==> src/rtl/cfg_row_mover_pkg.sv <==
package cfg_row_mover_pkg;

  typedef enum logic [2:0] {
    ST_IDLE,
    ST_LD_RD,
    ST_LD_WR,
    ST_FETCH,
    ST_COMMIT,
    ST_FIN,
    ST_ERR
  } mv_state_e;

endpackage

==> src/rtl/mover_range_chk.sv <==
module mover_range_chk #(
  parameter int unsigned NUM_ROWS = 48,
  parameter int unsigned AW       = 6,
  parameter int unsigned CW       = 6
) (
  input  logic [AW-1:0] src_i,
  input  logic [AW-1:0] dst_i,
  input  logic [CW-1:0] cnt_i,
  output logic          fits_o,
  output logic          null_o,
  output logic          down_o
);

  localparam int unsigned SW = ((AW > CW) ? AW : CW) + 2;

  logic [SW-1:0] src_end;
  logic [SW-1:0] dst_end;

  assign src_end = SW'(src_i) + SW'(cnt_i);
  assign dst_end = SW'(dst_i) + SW'(cnt_i);
  assign fits_o  = (src_end <= SW'(NUM_ROWS)) && (dst_end <= SW'(NUM_ROWS));
  assign null_o  = (cnt_i == '0) || (src_i == dst_i);
  // moving away from row zero: copy the bottom row first
  assign down_o  = dst_i > src_i;

endmodule

==> src/rtl/mover_row_seq.sv <==
module mover_row_seq #(
  parameter int unsigned AW = 6,
  parameter int unsigned CW = 6
) (
  input  logic          clk_i,
  input  logic          rst_ni,
  input  logic          load_i,
  input  logic          step_i,
  input  logic          down_i,
  input  logic [CW-1:0] cnt_i,
  output logic [AW-1:0] row_o,
  output logic          last_o
);

  logic [AW-1:0] row_q;
  logic [CW-1:0] left_q;
  logic          down_q;

  always_ff @(posedge clk_i or negedge rst_ni) begin
    if (!rst_ni) begin
      row_q  <= '0;
      left_q <= '0;
      down_q <= 1'b0;
    end else if (load_i) begin
      row_q  <= down_i ? AW'(cnt_i - CW'(1)) : '0;
      left_q <= cnt_i;
      down_q <= down_i;
    end else if (step_i) begin
      row_q  <= down_q ? row_q - AW'(1) : row_q + AW'(1);
      left_q <= left_q - CW'(1);
    end
  end

  assign row_o  = row_q;
  assign last_o = (left_q == CW'(1));

endmodule

==> src/rtl/mover_port_drv.sv <==
module mover_port_drv
  import cfg_row_mover_pkg::*;
#(
  parameter int unsigned AW = 6
) (
  input  mv_state_e     state_i,
  input  logic [AW-1:0] src_i,
  input  logic [AW-1:0] dst_i,
  input  logic [AW-1:0] row_i,
  output logic          busy_o,
  output logic          done_o,
  output logic          err_o,
  output logic          ld_rd_ofs_o,
  output logic          ld_wr_ofs_o,
  output logic [AW-1:0] ofs_val_o,
  output logic          fetch_o,
  output logic          commit_o,
  output logic [AW-1:0] row_addr_o
);

  always_comb begin
    busy_o      = 1'b0;
    done_o      = 1'b0;
    err_o       = 1'b0;
    ld_rd_ofs_o = 1'b0;
    ld_wr_ofs_o = 1'b0;
    ofs_val_o   = '0;
    fetch_o     = 1'b0;
    commit_o    = 1'b0;
    row_addr_o  = '0;
    unique case (state_i)
      ST_LD_RD: begin
        busy_o      = 1'b1;
        ld_rd_ofs_o = 1'b1;
        ofs_val_o   = src_i;
      end
      ST_LD_WR: begin
        busy_o      = 1'b1;
        ld_wr_ofs_o = 1'b1;
        ofs_val_o   = dst_i;
      end
      ST_FETCH: begin
        busy_o     = 1'b1;
        fetch_o    = 1'b1;
        row_addr_o = row_i;
      end
      ST_COMMIT: begin
        busy_o     = 1'b1;
        commit_o   = 1'b1;
        row_addr_o = row_i;
      end
      ST_FIN:  done_o = 1'b1;
      ST_ERR:  err_o  = 1'b1;
      default: ;
    endcase
  end

endmodule

==> src/rtl/cfg_row_mover.sv <==
module cfg_row_mover
  import cfg_row_mover_pkg::*;
#(
  parameter int unsigned NUM_ROWS = 48,
  localparam int unsigned AW = (NUM_ROWS > 1) ? $clog2(NUM_ROWS) : 1,
  localparam int unsigned CW = $clog2(NUM_ROWS + 1)
) (
  input  logic          clk_i,
  input  logic          rst_ni,
  input  logic          start_i,
  input  logic [AW-1:0] src_base_i,
  input  logic [AW-1:0] dst_base_i,
  input  logic [CW-1:0] row_cnt_i,
  output logic          busy_o,
  output logic          done_o,
  output logic          err_o,
  output logic          ld_rd_ofs_o,
  output logic          ld_wr_ofs_o,
  output logic [AW-1:0] ofs_val_o,
  output logic          fetch_o,
  output logic          commit_o,
  output logic [AW-1:0] row_addr_o
);

  mv_state_e     state_q, state_d;
  logic [AW-1:0] src_q, dst_q;
  logic [CW-1:0] cnt_q;
  logic          null_q, down_q;
  logic          fits, null_mv, down;
  logic          accept;
  logic          seq_load, seq_step, seq_last;
  logic [AW-1:0] seq_row;

  mover_range_chk #(
    .NUM_ROWS(NUM_ROWS),
    .AW      (AW),
    .CW      (CW)
  ) i_range (
    .src_i (src_base_i),
    .dst_i (dst_base_i),
    .cnt_i (row_cnt_i),
    .fits_o(fits),
    .null_o(null_mv),
    .down_o(down)
  );

  // commands are taken only from idle; all other states ignore start
  assign accept   = (state_q == ST_IDLE) && start_i;
  assign seq_load = (state_q == ST_LD_WR) && !null_q;
  assign seq_step = (state_q == ST_COMMIT) && !seq_last;

  always_comb begin
    state_d = state_q;
    unique case (state_q)
      ST_IDLE:   if (start_i) state_d = fits ? ST_LD_RD : ST_ERR;
      ST_LD_RD:  state_d = ST_LD_WR;
      ST_LD_WR:  state_d = null_q ? ST_FIN : ST_FETCH;
      ST_FETCH:  state_d = ST_COMMIT;
      ST_COMMIT: state_d = seq_last ? ST_FIN : ST_FETCH;
      ST_FIN:    state_d = ST_IDLE;
      ST_ERR:    state_d = ST_IDLE;
      default:   state_d = ST_IDLE;
    endcase
  end

  always_ff @(posedge clk_i or negedge rst_ni) begin
    if (!rst_ni) begin
      state_q <= ST_IDLE;
      src_q   <= '0;
      dst_q   <= '0;
      cnt_q   <= '0;
      null_q  <= 1'b0;
      down_q  <= 1'b0;
    end else begin
      state_q <= state_d;
      if (accept) begin
        src_q  <= src_base_i;
        dst_q  <= dst_base_i;
        cnt_q  <= row_cnt_i;
        null_q <= null_mv;
        down_q <= down;
      end
    end
  end

  mover_row_seq #(
    .AW(AW),
    .CW(CW)
  ) i_seq (
    .clk_i (clk_i),
    .rst_ni(rst_ni),
    .load_i(seq_load),
    .step_i(seq_step),
    .down_i(down_q),
    .cnt_i (cnt_q),
    .row_o (seq_row),
    .last_o(seq_last)
  );

  mover_port_drv #(
    .AW(AW)
  ) i_drv (
    .state_i    (state_q),
    .src_i      (src_q),
    .dst_i      (dst_q),
    .row_i      (seq_row),
    .busy_o     (busy_o),
    .done_o     (done_o),
    .err_o      (err_o),
    .ld_rd_ofs_o(ld_rd_ofs_o),
    .ld_wr_ofs_o(ld_wr_ofs_o),
    .ofs_val_o  (ofs_val_o),
    .fetch_o    (fetch_o),
    .commit_o   (commit_o),
    .row_addr_o (row_addr_o)
  );

endmodule

==> config.mk <==
export PLATFORM = sky130hd
export DESIGN_NAME = cfg_row_mover
export DESIGN_NICKNAME = d
export VERILOG_FILES = /design/src/rtl/cfg_row_mover_pkg.sv /design/src/rtl/mover_range_chk.sv /design/src/rtl/mover_row_seq.sv /design/src/rtl/mover_port_drv.sv /design/src/rtl/cfg_row_mover.sv
export SDC_FILE = /design/constraint.sdc
export NUM_CORES = 1
export LEC_CHECK = 0
export BUFFER_PORTS_ARGS = -buffer_cell sky130_fd_sc_hd__buf_2
export CORE_ASPECT_RATIO = 0.7
export CORE_MARGIN = 2
export CORE_UTILIZATION = 64
export CTS_BUF_LIST = sky130_fd_sc_hd__clkbuf_8
export DETAILED_ROUTE_END_ITERATION = 8
export PLACE_DENSITY = 0.88
export SLEW_MARGIN = 20
export SYNTH_ARGS = -nofsm -noshare
export SYNTH_HDL_FRONTEND = slang
export SYNTH_SLANG_ARGS = --single-unit
==> constraint.sdc <==
create_clock -name clk_i -period 4.5 [get_ports clk_i]
set_input_delay 0.45 -clock clk_i [delete_from_list [all_inputs] [get_ports clk_i]]
set_output_delay 0.45 -clock clk_i [all_outputs]
set_load 0.005 [all_outputs]
==> qor.log, run 1 <==
INFO  setup_path     crit_path_cell_trace=nor3b_2, nor2b_1, or4_1, a21oi_1, nor2_1, o211ai_1
INFO  layout         layout.area.seq=900.9µm²
INFO  yosys          post_synth_mux_area_share=0.3822%
INFO  pwr            power_density=605.2nW/µm²
INFO  setup_path     crit_slowest_cell=sky130_fd_sc_hd__nor2b_1
INFO  timing         timing.fmax=408.5MHz
INFO  clocking       htree_levels=2
INFO  global_routing met3_usage_grt=5.063%
INFO  yosys          synth_cell_types=52
INFO  outcome        outcome=finished clean
INFO  drt            detail_route.vias_per_cell=5.959
INFO  global_routing grt-ovfl-total=0
INFO  floorplanning  placeableCoreArea=3923µm²
INFO  layout         synthToLayoutAreaGrowth=13.38%
INFO  yosys          netlist_area=2619µm²
INFO  drt            drt_drc_violations_left=0
INFO  floorplanning  effective_utilization_at_floorplan=66.76%
INFO  drt            wl_per_cell=16.01µm
INFO  place          hpwl=4768µm
INFO  yosys          syn_inst=304
INFO  drt            vias=2342
INFO  clocking       cts.sinks=36
INFO  drt            detail_route.iter0.violations=179
INFO  global_routing grt_first_pass_wirelength=10380µm
INFO  layout         fraction_of_layout_instances_using_a_drive_strength_above_1=17.01%
INFO  timing         tns=0ns
INFO  clocking       post-cts-setup-buffers=0
INFO  global_routing initial_antenna_violation_count=0
INFO  clocking       clkSlewWorstSetupHoldPaths=0.08ns
INFO  yosys          combinational_family_with_the_most_area_after_synthesis=compound AO/OA/AOI/OAI gates
INFO  setup_path     kind_of_capture_point_of_the_worst_setup_path=flop
INFO  place          gp_congestion=0.9724
INFO  setup_path     critical_path_required=4.67ns
INFO  global_routing globalRouteMet1Util=43.50%
INFO  clocking       tritoncts.num_buffers=5
INFO  hold_path      worstHoldPathType=in -> async
INFO  floorplanning  die-area=4628µm²
INFO  layout         num-fill-cells=288
INFO  setup_path     crit_fanout=13
INFO  layout         final_nets=389
INFO  yosys          xor_xnor_cell_area_share_of_the_yosys_netlist=5.686%
INFO  job            timing.max_cap.violations=0
INFO  layout         num_antenna_cells=0
INFO  timing         max-slew-margin-rel=40.79%
INFO  global_routing grt.total_usage=29.37%
INFO  place          dp_slack=2.045ns
INFO  global_routing maximum_number_of_pins_on_one_net_before_global_route_repair=37
INFO  layout         multiInputGateArea=1595µm²
INFO  timing         fin_worst_skew=0.01119ns
INFO  floorplanning  placementRows=19
INFO  timing         fin_crit=2.448ns
INFO  pwr            ir_worst_vdd=0.0004026V
INFO  pwr            p_leak=0.001512µW
INFO  yosys          synthesis.area_per_instance=8.614µm²
INFO  timing         worst_slack=2.052ns
INFO  yosys          ys_seq_area_share=34.40%
INFO  setup_path     timing.critical_path.arrival=2.62ns
INFO  yosys          yosys_register_bits=36
INFO  drt            drt_wl_total=6291µm
INFO  clocking       cts.hold.buffers_added=0
INFO  timing         final_report_max_slew_violation_count=0
INFO  yosys          synth-simple-area-share=20.07%
INFO  setup_path     setup.worst_path.class=reg -> reg
INFO  yosys          postSynthNetCount=353
INFO  global_routing grt-busiest-layer=met2
INFO  floorplanning  boundaryPins=40
INFO  global_routing grt_pass1_vias=2192
INFO  yosys          synth_compound_area_share=20.31%
INFO  floorplanning  dieWidth=80.46µm
INFO  yosys          synth_adder_area_share=14.24%
INFO  drt            antenna_violating_nets_post_route=0
INFO  global_routing use_met2=44.17%
INFO  timing         setup-violations-final=0
INFO  clocking       tritoncts=built
INFO  drt            detailedRoute.firstPassIterationCount=4
INFO  timing         final_hold_viol_count=0
INFO  timing         grt_setup_unrepaired=false
INFO  timing         timing.final.crit_share=54.40%
INFO  timing         whs=0.2465ns
INFO  yosys          ys_warn_count=0
INFO  setup_path     r2r_slack=2.05ns
INFO  yosys          postSynth.topFlopCell=sky130_fd_sc_hd__dfrtp_1
INFO  setup_path     crit_path_max_incr_delay=0.70ns
INFO  clocking       clock_root_buffer=sky130_fd_sc_hd__clkbuf_8
INFO  yosys          synth-async-reset-ratio=100.0%
INFO  timing         worst_slew_pin_slew=0.8855ns
INFO  yosys          synth-edff-count=0
INFO  clocking       clock_latency=0.29ns
INFO  floorplanning  die_height=57.52µm
INFO  clocking       cts_resized=0
INFO  setup_path     critPathLaunchType=flop
INFO  place          place.port_buffers=39
INFO  clocking       ctsLongestPathBuffers=2
## power by group
group / switching, µW / internal (µW) / leakage (µW)
sequential: 148 / 471 / 0.000447
clock: 113 / 196 / 0.0000645
combinational: 496 / 374 / 0.00100
## cell families after synthesis
group                    Yosys count
adder cells (fa/ha/maj)           28
buffers and inverters             32
AO/OA/AOI/OAI                     82
AND/OR/NAND/NOR                  108
multiplexers                       1
XOR/XNOR                          17
flip-flops                        36
## through the flow
stage | cell area [µm²] | power, µW | cells | utilization (%)
final | 2969 | 1797 | 393 | 75.69
after global routing | 2969 | 1953 | 393 | 75.69
after CTS | 2969 | 1796 | 393 | 75.69
after detailed placement | 2843 | 1469 | 385 | 72.47
after global placement | 2843 | 1430 | 385 | 72.47
after floorplan | 2619 | 1224 | 304 | -
## cell type report
type / instances / area share (%)
multi-input cells: 236 / 53.73
well taps: 52 / 2.191
flip-flops and latches: 36 / 30.34
clock inverters: 1 / 1.011
repair buffers: 40 / 6.827
clock buffers: 7 / 3.245
inverters: 21 / 2.655
## cells in the mapped netlist, drive strengths merged (2+ instances only)
master | number | area [µm²]
inv | 21 | 78.83
nor3b | 3 | 27.52
buf | 3 | 20.01
ha | 25 | 312.8
xor2 | 9 | 78.83
nand2 | 50 | 187.7
nand3 | 5 | 25.02
o211ai | 3 | 22.52
dfrtp | 36 | 900.9
or4 | 2 | 15.01
a22o | 6 | 52.55
and2 | 5 | 31.28
a21o | 5 | 37.54
nand3b | 2 | 15.01
a221oi | 2 | 17.52
xnor2 | 8 | 70.07
o22ai | 4 | 25.02
clkbuf | 8 | 30.03
nor4 | 2 | 12.51
o21ai | 20 | 100.1
a21oi | 22 | 110.1
a31o | 2 | 26.28
or2 | 2 | 12.51
a211oi | 5 | 37.54
fa | 3 | 60.06
nor2b | 2 | 12.51
nor3 | 3 | 15.01
and3 | 2 | 12.51
nor2 | 21 | 86.33
o21a | 3 | 22.52
a31oi | 3 | 18.77
or3 | 3 | 23.77
## final timing paths
path | startpoint | end | cells past startpoint
hold reg to reg | dst_q[3] | dst_q[3] | 2
setup reg to reg | state_q[0] | i_seq.row_o[5] | 6
setup / recovery | state_q[0] | i_seq.row_o[5] | 6
min in group clk_i | dst_base_i[3] | dst_q[3] | 3
max in group asynchronous | rst_ni | dst_q[3] | 1
hold / removal | rst_ni | src_q[0] | 1
## layout by cell type (no fill, tap or decap), drive strengths merged, types with 2 or more instances in the layout
| master | netlist | routed |
|---|---|---|
| or2 | 2 | 2 |
| nor4 | 2 | 2 |
| fa | 3 | 3 |
| o22ai | 4 | 4 |
| nor3b | 3 | 3 |
| a31o | 2 | 2 |
| xnor2 | 8 | 8 |
| a221oi | 2 | 2 |
| a22o | 6 | 6 |
| a31oi | 3 | 3 |
| nor2b | 2 | 2 |
| and3 | 2 | 2 |
| nand3 | 5 | 5 |
| nor2 | 21 | 21 |
| ha | 25 | 25 |
| nand2 | 50 | 50 |
| dfrtp | 36 | 36 |
| nand3b | 2 | 2 |
| or3 | 3 | 3 |
| or4 | 2 | 2 |
| xor2 | 9 | 9 |
| inv | 21 | 21 |
| clkbuf | 8 | 7 |
| o21a | 3 | 3 |
| and2 | 5 | 5 |
| nor3 | 3 | 3 |
| buf | 3 | 40 |
| o21ai | 20 | 20 |
| a211oi | 5 | 5 |
| o211ai | 3 | 3 |
| a21oi | 22 | 22 |
| a21o | 5 | 5 |
## per-layer routing
layer,up-vias,wire length [µm]
met1,1102,2929
met2,88,2804
met4,0,94
met3,14,463
li1,1138,-
met5,-,0
## flip-flops by register name, indices dropped and copies added (netlist names)
signal / flops
i_seq.down_q: 1
i_seq.left_q: 6
src_q: 6
i_seq.row_o: 6
null_q: 1
down_q: 1
state_q: 3
dst_q: 6
cnt_q: 6
## critical path: cells and delay by family, from the launching register on
kind             cells  cell delay, ns
AO/OA/AOI/OAI        2            0.15
flip-flops           1            0.51
AND/OR/NAND/NOR      4            1.67
No activity file was read; power rests on OpenSTA's default activity.
==> inputs of run 2 (changes only) <==
--- a/config.mk
+++ b/config.mk
@@ -8,10 +8,10 @@
 export BUFFER_PORTS_ARGS = -buffer_cell sky130_fd_sc_hd__buf_2
 export CORE_ASPECT_RATIO = 0.7
 export CORE_MARGIN = 2
-export CORE_UTILIZATION = 64
+export CORE_UTILIZATION = 59
 export CTS_BUF_LIST = sky130_fd_sc_hd__clkbuf_8
 export DETAILED_ROUTE_END_ITERATION = 8
-export PLACE_DENSITY = 0.88
+export PLACE_DENSITY = 0.82
 export SLEW_MARGIN = 20
 export SYNTH_ARGS = -nofsm -noshare
 export SYNTH_HDL_FRONTEND = slang
==> constraint.sdc (replaced) <==
create_clock -name clk_i -period 2.4 [get_ports clk_i]
set_input_delay 0.24 -clock clk_i [delete_from_list [all_inputs] [get_ports clk_i]]
set_output_delay 0.24 -clock clk_i [all_outputs]
set_load 0.005 [all_outputs]
==> run 2 against run 1 <==
Compared with the run above:
- hold slack worse by 0.22 ns
- flip-flop and latch count unchanged
- setup slack worse by 1.7 ns
- sequential share of layout area down 0.56 points
- cell count up 2.5%
- clock power up 94%
- wire length up 3.7%
- design area up 1.9%
- register-to-register slack worse by 1.7 ns
- combinational power up 100%
- count of clock-buffer cells in the layout unchanged
- critical path depth unchanged
==> qor.log, run 2 (synthesis gave the netlist of run 1 again) <==
INFO  outcome        outcome=finished clean
INFO  timing         max-slew-margin-rel=46.26%
INFO  setup_path     timing.critical_path.arrival=2.24ns
INFO  floorplanning  effective_utilization_at_floorplan=60.84%
INFO  global_routing initial_antenna_violation_count=0
INFO  clocking       htree_levels=2
INFO  floorplanning  dieWidth=83.63µm
INFO  global_routing grt_first_pass_wirelength=10790µm
INFO  floorplanning  die-area=4996µm²
INFO  timing         fin_worst_skew=0.003545ns
INFO  clocking       clkSlewWorstSetupHoldPaths=0.07ns
INFO  drt            wl_per_cell=16.18µm
INFO  layout         synthToLayoutAreaGrowth=15.53%
INFO  layout         num_antenna_cells=0
INFO  place          place.port_buffers=39
INFO  pwr            ir_worst_vdd=0.0006335V
INFO  clocking       clock_latency=0.30ns
INFO  clocking       cts_resized=0
INFO  clocking       tritoncts.num_buffers=5
INFO  setup_path     critical_path_required=2.59ns
INFO  timing         tns=0ns
INFO  drt            antenna_violating_nets_post_route=0
INFO  clocking       cts.hold.buffers_added=0
INFO  global_routing use_met2=45.94%
INFO  drt            detail_route.vias_per_cell=6.055
INFO  timing         fin_crit=2.051ns
INFO  floorplanning  boundaryPins=40
INFO  timing         grt_setup_unrepaired=false
INFO  timing         timing.final.crit_share=85.46%
INFO  layout         final_cell_count_no_fill=403
INFO  global_routing grt-busiest-layer=met2
INFO  timing         final_report_max_slew_violation_count=0
INFO  clocking       clock_root_buffer=sky130_fd_sc_hd__clkbuf_8
INFO  layout         most-common-layout-cells=50 x sky130_fd_sc_hd__nand2_1, 39 x sky130_fd_sc_hd__buf_2, 36 x sky130_fd_sc_hd__dfrtp_1
INFO  timing         worst_slew_pin_slew=0.8061ns
INFO  global_routing maximum_number_of_pins_on_one_net_before_global_route_repair=37
INFO  hold_path      worstHoldPathType=in -> async
INFO  pwr            power.sequential.fraction=31.7%
INFO  global_routing grt.total_usage=28.08%
INFO  global_routing grt_pass1_vias=2278
INFO  pwr            p_leak=0.001546µW
INFO  drt            drt_drc_violations_left=0
INFO  setup_path     kind_of_capture_point_of_the_worst_setup_path=flop
INFO  drt            detailedRoute.firstPassIterationCount=5
INFO  timing         setup-violations-final=0
INFO  timing         whs=0.02323ns
INFO  place          gp_congestion=1.003
INFO  timing         timing.fmax=487.6MHz
INFO  clocking       post-cts-setup-buffers=0
INFO  floorplanning  placementRows=20
INFO  drt            detail_route.iter0.violations=229
INFO  layout         final_nets=396
INFO  pwr            power.internal=2020µW
INFO  clocking       tritoncts=built
INFO  drt            drt_wl_total=6522µm
INFO  pwr            pwr-share-clk=17.2%
INFO  pwr            power_density=1151nW/µm²
INFO  pwr            switching_power=1464µW
INFO  setup_path     critPathLaunchType=flop
INFO  layout         fraction_of_layout_instances_using_a_drive_strength_above_1=18.68%
INFO  pwr            combPwrFrac=51.1%
INFO  global_routing globalRouteMet1Util=38.08%
INFO  global_routing met3_usage_grt=7.182%
INFO  place          hpwl=4913µm
INFO  timing         final_hold_viol_count=0
INFO  pwr            switching_share=42.03%
INFO  place          dp.cells=395
INFO  global_routing grt-ovfl-total=0
INFO  clocking       ctsLongestPathBuffers=2
INFO  setup_path     setup.worst_path.class=reg -> reg
INFO  setup_path     crit_fanout=15
INFO  floorplanning  placeableCoreArea=4304µm²
INFO  drt            vias=2440
INFO  clocking       cts.sinks=36
INFO  layout         final_common_cell=sky130_fd_sc_hd__nand2_1
INFO  floorplanning  die_height=59.74µm
INFO  job            timing.max_cap.violations=0
run 2: cell types whose count changed in the layout (fill, tap and decap cells not counted), sizes merged:
cell  before  now
buf       40   47
run 2: final cells by class:
type	count	area (µm²)
flip-flops and latches	36	900.9
multi-input cells	236	1595
clock inverters	1	30.03
clock buffers	7	96.34
inverters	21	78.83
fillers	355	1279
well taps	55	68.82
repair buffers	47	255.2
run 2: final timing paths:
path	slack, ns	start	end	cells after the start
max	0.35	state_q[0]	i_seq.left_q[5]	6
min	0.02	rst_ni	src_q[1]	1
max reg2reg	0.35	state_q[0]	i_seq.left_q[5]	6
min reg2reg	0.49	src_q[5]	src_q[5]	2
max in group asynchronous	1.87	rst_ni	src_q[5]	1
min in group clk_i	0.17	dst_base_i[3]	dst_q[3]	3
run 2: power by group through the flow:
stage	sequential, µW	clock [µW]	combinational, µW
after global placement	1100	0	1680
after floorplan	1050	0	1250
after detailed placement	1110	0	1740
after CTS	1100	604	1770
after global routing	1140	631	1990
final	1110	599	1780
run 2: through the flow:
| step | util [%] | setup WS [ns] | power (µW) | instance area [µm²] |
|---|---|---|---|---|
| CTS | 70.29 | 0.3603 | 3477 | 3025 |
| detailed placement | 67.35 | 0.1557 | 2850 | 2899 |
| global placement | 67.35 | 0.2568 | 2779 | 2899 |
| global route | 70.29 | 0.2593 | 3753 | 3025 |
| finish | 70.29 | 0.3490 | 3484 | 3025 |
| floorplan | - | 0.4380 | 2295 | 2619 |
run 2: worst max-delay path, cell delays in order (launching register included):
cell and delay [ns]:
sky130_fd_sc_hd__dfrtp_1 0.37, sky130_fd_sc_hd__or3b_1 0.53, sky130_fd_sc_hd__a31o_4 0.33, sky130_fd_sc_hd__or3_4 0.40, sky130_fd_sc_hd__nor2_4 0.09, sky130_fd_sc_hd__xnor2_1 0.12, sky130_fd_sc_hd__a21oi_1 0.09
run 2: layer usage:
layer	vias up	wire, µm	part of all wire (%)
met5	-	0	0
met4	0	94	1.4
met2	100	2946	45
li1	1152	-	-
met1	1175	3010	46
met3	13	471	7.2
